### src/rtl/ts_bclk_pkg.sv
// Shared types for the gapped byte-clock generator.
// Assumes byte-wide transport data.
package ts_bclk_pkg;
    localparam int unsigned TS_BYTE_W = 8;

    typedef logic [TS_BYTE_W-1:0] ts_byte_t;

    // Registered content of one byte slot.
    typedef struct packed {
        logic     valid;
        ts_byte_t data;
    } ts_slot_out_t;
endpackage

### src/rtl/tsb_phase_acc.sv
// Phase accumulator of the byte-clock NCO.
// Adds the step word on every clock and reports the overflow as a combinational carry.
// Assumes the step word is held static outside of reset.
module tsb_phase_acc #(
    parameter int unsigned ACC_W = 24
) (
    input  logic             clk,
    input  logic             rst_n,
    input  logic [ACC_W-1:0] step_i,
    output logic             wrap_o
);
    logic [ACC_W-1:0] phase_q;
    logic [ACC_W:0]   sum_w;

    // Widened sum so the overflow bit is kept.
    always_comb begin
        sum_w = {1'b0, phase_q} + {1'b0, step_i};
    end

    assign wrap_o = sum_w[ACC_W];

    // Advance the phase by one step every cycle.
    always_ff @(posedge clk) begin
        if (!rst_n) begin
            phase_q <= '0;
        end else begin
            phase_q <= sum_w[ACC_W-1:0];
        end
    end
endmodule

### src/rtl/tsb_slot_ctr.sv
// Frame slot counter.
// Holds the index of the slot that the next strobe will open, and flags whether that slot is a data slot.
// Assumes that advance pulses coincide with accumulator overflows.
module tsb_slot_ctr #(
    parameter int unsigned FRAME_SLOTS = 204,
    parameter int unsigned VALID_SLOTS = 188,
    localparam int unsigned SLOT_W     = $clog2(FRAME_SLOTS)
) (
    input  logic clk,
    input  logic rst_n,
    input  logic adv_i,
    output logic data_slot_o
);
    localparam logic [SLOT_W-1:0] LAST_SLOT = SLOT_W'(FRAME_SLOTS - 1);
    localparam logic [SLOT_W-1:0] GAP_FIRST = SLOT_W'(VALID_SLOTS);

    logic [SLOT_W-1:0] next_slot_q;

    // Slots below the gap boundary carry data.
    assign data_slot_o = (next_slot_q < GAP_FIRST);

    // Step to the following slot, wrapping at the frame end.
    always_ff @(posedge clk) begin
        if (!rst_n) begin
            next_slot_q <= '0;
        end else if (adv_i) begin
            if (next_slot_q == LAST_SLOT) begin
                next_slot_q <= '0;
            end else begin
                next_slot_q <= next_slot_q + 1'b1;
            end
        end
    end
endmodule

### src/rtl/tsb_out_stage.sv
// Output register stage.
// Raises the strobe for one cycle per overflow and captures the slot's flag and byte on that same edge.
// Gap slots output zero data.
module tsb_out_stage
    import ts_bclk_pkg::*;
(
    input  logic         clk,
    input  logic         rst_n,
    input  logic         wrap_i,
    input  logic         data_slot_i,
    input  ts_byte_t     byte_i,
    output logic         stb_o,
    output ts_slot_out_t slot_o
);
    ts_slot_out_t next_w;

    // Content for the slot that opens on this edge.
    always_comb begin
        next_w.valid = data_slot_i;
        next_w.data  = data_slot_i ? byte_i : '0;
    end

    // Strobe follows the overflow; the slot content is held between overflows.
    always_ff @(posedge clk) begin
        if (!rst_n) begin
            stb_o  <= 1'b0;
            slot_o <= '0;
        end else begin
            stb_o <= wrap_i;
            if (wrap_i) begin
                slot_o <= next_w;
            end
        end
    end
endmodule

### src/rtl/ts_byteclk_gen.sv
// Gapped transport-stream byte-clock generator (top).
// An NCO sets the byte period to k or k+1 clocks. Strobes are grouped into frames,
// and only the leading slots of each frame carry data.
// Assumes rate_word changes only while rst_n is low.
module ts_byteclk_gen
    import ts_bclk_pkg::*;
#(
    parameter int unsigned ACC_W       = 24,
    parameter int unsigned FRAME_SLOTS = 204,
    parameter int unsigned VALID_SLOTS = 188
) (
    input  logic                 clk,
    input  logic                 rst_n,
    input  logic [ACC_W-1:0]     rate_word,
    input  logic [TS_BYTE_W-1:0] byte_in,
    output logic                 bclk_stb,
    output logic                 byte_vld,
    output logic [TS_BYTE_W-1:0] byte_out
);
    logic         wrap_w;
    logic         data_slot_w;
    ts_slot_out_t slot_w;

    tsb_phase_acc #(
        .ACC_W (ACC_W)
    ) acc_i (
        .clk    (clk),
        .rst_n  (rst_n),
        .step_i (rate_word),
        .wrap_o (wrap_w)
    );

    tsb_slot_ctr #(
        .FRAME_SLOTS (FRAME_SLOTS),
        .VALID_SLOTS (VALID_SLOTS)
    ) slot_i (
        .clk         (clk),
        .rst_n       (rst_n),
        .adv_i       (wrap_w),
        .data_slot_o (data_slot_w)
    );

    tsb_out_stage out_i (
        .clk         (clk),
        .rst_n       (rst_n),
        .wrap_i      (wrap_w),
        .data_slot_i (data_slot_w),
        .byte_i      (byte_in),
        .stb_o       (bclk_stb),
        .slot_o      (slot_w)
    );

    assign byte_vld = slot_w.valid;
    assign byte_out = slot_w.data;
endmodule

### config.mk
export PLATFORM = sky130hd
export DESIGN_NAME = ts_byteclk_gen
export DESIGN_NICKNAME = d
export VERILOG_FILES = /design/src/rtl/ts_bclk_pkg.sv /design/src/rtl/tsb_phase_acc.sv /design/src/rtl/tsb_slot_ctr.sv /design/src/rtl/tsb_out_stage.sv /design/src/rtl/ts_byteclk_gen.sv
export SDC_FILE = /design/constraint.sdc
export NUM_CORES = 1
export LEC_CHECK = 0
export BUFFER_PORTS_ARGS = -buffer_cell sky130_fd_sc_hd__buf_2
export CAP_MARGIN = 0
export CELL_PAD_IN_SITES_DETAIL_PLACEMENT = 0
export CELL_PAD_IN_SITES_GLOBAL_PLACEMENT = 1
export CORE_MARGIN = 3
export CORE_UTILIZATION = 42
export CTS_CLUSTER_SIZE = 8
export DETAILED_ROUTE_END_ITERATION = 8
export PLACE_DENSITY_LB_ADDON = 0.2
export SYNTH_ARGS = -nofsm -noshare
export SYNTH_HDL_FRONTEND = slang
export SYNTH_SLANG_ARGS = --single-unit
### constraint.sdc
create_clock -name clk -period 3.2 [get_ports clk]
set_input_delay 0.16 -clock clk [delete_from_list [all_inputs] [get_ports clk]]
set_output_delay 0.16 -clock clk [all_outputs]
set_load 0.005 [all_outputs]
==> metrics.log <==
[metrics] filler instances: 616
[metrics] Setup Slack @ Placement: around 0.52 ns
[metrics] largest driver fanout on the critical path: 15
[metrics] area used by multi-input combinational logic: 1830 sq um
[metrics] top cell type's share of synthesized area: 30.5%
[metrics] core region area: a little over 6000 sq um
[metrics] number of hold buffers added after cts: 0
[metrics] die span in y: 87.0 um
[metrics] Slew @ Worst Pin: 1.05 ns
[metrics] setup ws final: 0.503 ns
[metrics] via count normalized by instance count: 5.72
[metrics] number of core rows: 28
[metrics] Mapped Avg Cell Area: 8.21 sq um
[metrics] leading post-synthesis cells by cell area: sky130_fd_sc_hd__dfxtp_1 (30%), sky130_fd_sc_hd__ha_1 (11%), sky130_fd_sc_hd__a21oi_1 (6.9%)
[metrics] area of the die: 7570 sq um
[metrics] max-capacitance violation count: 0
[metrics] drt total wl: 6600 um
[metrics] Critical Path Slowest Stage Cell: sky130_fd_sc_hd__fa_1
[metrics] kind of start point of the critical path: register
[metrics] Tightest Hold Check Type: in -> reg
[metrics] Synth top cells by count: sky130_fd_sc_hd__dfxtp_1 (42), sky130_fd_sc_hd__a21oi_1 (38), sky130_fd_sc_hd__nand2_1 (27)
[metrics] worst clock skew: around 0.0076 ns
[metrics] synthesized-area fraction occupied by xor and xnor cells: 3.49%
[metrics] setup repair after global routing missed its margin: no
[metrics] IO Port Bufs: 43
[metrics] Seq cells post-synth: 42
[metrics] fraction of layout instances using a drive strength above 1: 15.7%
[metrics] timing-limited maximum frequency: approximately 0.37 GHz
[metrics] remaining global-route overflow: 0
[metrics] Final #Nets: 434
[metrics] Final Critical Period: 2.70 ns
[metrics] top cell type by total area after synthesis: sky130_fd_sc_hd__dfxtp_1
[metrics] clock tree from TritonCTS: yes
[metrics] die width: between 80 and 90 um
[metrics] simple-gate portion of the synthesized area: about a quarter
[metrics] clock-pin slew on the worst setup and hold paths: 0.09 ns
[metrics] number of synthesized flops with an enable pin: 0
[metrics] aggregate global-route resource usage: a little under a fifth
[metrics] Syn Std Cell Area: 2760 sq um
[metrics] Gate Count Post-Synth: 336
[metrics] yosys synthesis warning count: 0
[metrics] TritonCTS sink count: 42
[metrics] Primary FF master, synth: sky130_fd_sc_hd__dfxtp_1
[metrics] mux contribution to synthesized area: 2.54%
[metrics] mean routed wirelength per cell: 14.7 um
[metrics] share of the synthesized area in compound gates (AO/OA/AOI/OAI): 24.4%
[metrics] insertion delay of the later-clocked pin in the worst-skew pair: 0.30 ns
[metrics] Async SR Flop Fraction: 0%
[metrics] library cells used by synthesis: 54
[metrics] most used standard cell by instance count after synthesis: sky130_fd_sc_hd__dfxtp_1
[metrics] leakage power: 1.41 nW
[metrics] Critical Path Max Stage Delay: around 0.4 ns
[metrics] Area Growth Syn to Fin: 14.7%
[metrics] number of setup buffers added after CTS: 0
[metrics] initial antenna violation count: 0
[metrics] largest net degree at the start of global routing: 31
[metrics] worst-case clock buffer depth: 2
[metrics] Starting Density: 45.0%
[metrics] I/O Pins: between 40 and 50
[metrics] portion of the post-synthesis area used by sequential elements: 30.5%
[metrics] first drt pass iteration count: 4
[metrics] relative slew slack: 29.7%
[metrics] number of clock buffers inserted by TritonCTS: 5
[metrics] fin crit share: 84.3%
[metrics] # DRC: 0
[metrics] count of instances resized after the clock tree is built: 0
[metrics] DP Wirelength: around 5000 um
[metrics] final estimated routing congestion in global placement: 0.834
[metrics] net count of the mapped netlist: 396
[metrics] endpoints failing hold: 0
[metrics] main combinational cell family by area after synthesis: compound AO/OA/AOI/OAI gates
[metrics] run status: completed
[metrics] Adder-Cell Fraction of Synth Area: 12.1%
[metrics] Required @ worst endpoint: 3.44 ns
[metrics] largest vdd supply drop: 0.000417 V
[metrics] total vias in the final route: 2575
[metrics] Crit path arrival time: 2.94 ns
[metrics] number of antenna cells inserted: 0
[metrics] antenna-violating nets left: 0
[metrics] Critical Path End Type: register
[metrics] critical-path cell list: ha_1 > fa_1 > a21o_1 > a221o_1 > and4b_1 > o21a_1 > o2111ai_1 > mux2i_1
[metrics] final count of negative-setup-slack endpoints: 0
[metrics] number of global-route vias before repair: between 2k and 2.5k
[metrics] Pwr Total: 0.00276 W
[metrics] total negative slack: 0 ns
[metrics] root buffer cell: sky130_fd_sc_hd__clkbuf_8
[metrics] global-route wire length before repair: 11200 um
[metrics] violation count after the first detailed-routing iteration: 70
[metrics] area taken by flip-flops and latches: 841 sq um
[metrics] Max Slew Vio Count: 0
[metrics] number of levels in the clock H-tree: 2
[metrics] power density of the placed cells: around 870 nW/um^2
[metrics] type of the setup path with the least slack: reg -> reg
-- layout make-up --
class / instances / area share (%)
Clock inverter: 2 / 1.90
Tap cell: 75 / 2.97
Timing Repair Buffer: 44 / 7.04
Sequential cell: 42 / 26.6
Multi-Input combinational cell: 273 / 57.9
Inverter: 8 / 0.950
Clock buffer: 6 / 2.61
-- worst max-delay path, delay by kind of cell, from the launching register on --
| kind | cells | cell delay (ns) |
|---|---|---|
| muxes | 1 | 0.20 |
| DFF | 1 | 0.31 |
| AOI/OAI and AO/OA | 4 | 1.27 |
| adders and majority gates | 2 | 0.59 |
| and+or+nand+nor | 1 | 0.25 |
-- cell families (layout without fill, tap and decap cells) --
family          count (synthesis)  after routing
simple gates                  126            126
compound gates                103            103
flops                          42             42
fa+ha+maj                      26             26
buf+inv                        21             60
xor+xnor                       11             11
mux                             7              7
-- metal layers --
metal | global-route usage [%] | wire length, um | vias up
met5 | 0 | 0 | -
met4 | 4.67 | 68 | 0
met3 | 3.50 | 358 | 5
met2 | 29.5 | 3000 | 64
met1 | 25.1 | 3180 | 1179
li1 | - | - | 1327
-- final timing paths --
| check | startpoint | endpoint | slack [ns] | cells after the start |
|---|---|---|---|---|
| max | acc_i.phase_q[0] | slot_i.next_slot_q[4] | 0.50 | 8 |
| min | byte_in[1] | out_i.slot_o[1] | 0.13 | 3 |
| max reg2reg | acc_i.phase_q[0] | slot_i.next_slot_q[4] | 0.50 | 8 |
| min reg2reg | out_i.slot_o[1] | out_i.slot_o[1] | 0.47 | 2 |
-- per-stage QoR --
step,cells,cell area (sq um),utilization (%),hold slack (ns)
detailed placement,442,3020,49.2,0.447
global route,450,3160,51.6,0.124
floorplan,336,2760,-,0.315
CTS,450,3160,51.6,0.120
global placement,442,3020,49.2,0.439
finish,450,3160,51.6,0.131
-- layout by cell type (no fill, tap or decap), types with 7 or more instances in the layout --
cell type                  instances
sky130_fd_sc_hd__buf_2            43
sky130_fd_sc_hd__dfxtp_1          42
sky130_fd_sc_hd__a21oi_1          38
sky130_fd_sc_hd__nand2_1          27
sky130_fd_sc_hd__ha_1             25
sky130_fd_sc_hd__nor2_1           23
sky130_fd_sc_hd__nand3_1          22
sky130_fd_sc_hd__nor3_1           14
sky130_fd_sc_hd__o211ai_1         12
sky130_fd_sc_hd__o21ai_0          11
sky130_fd_sc_hd__a21o_1           10
sky130_fd_sc_hd__nand2b_1          9
sky130_fd_sc_hd__inv_1             8
sky130_fd_sc_hd__mux2i_1           7
sky130_fd_sc_hd__xnor2_1           7
-- power breakdown --
part	internal, W	switching, W
clock network	0.000333	0.000196
registers	0.000699	0.0000604
logic	0.000635	0.000831
-- flip-flops by register name (all words and copies together), names as in the netlist --
register,cells
acc_i.phase_q,24
out_i.slot_o,9
slot_i.next_slot_q,8
out_i.stb_o,1
Note: power is estimated with default switching activity, not from simulation.
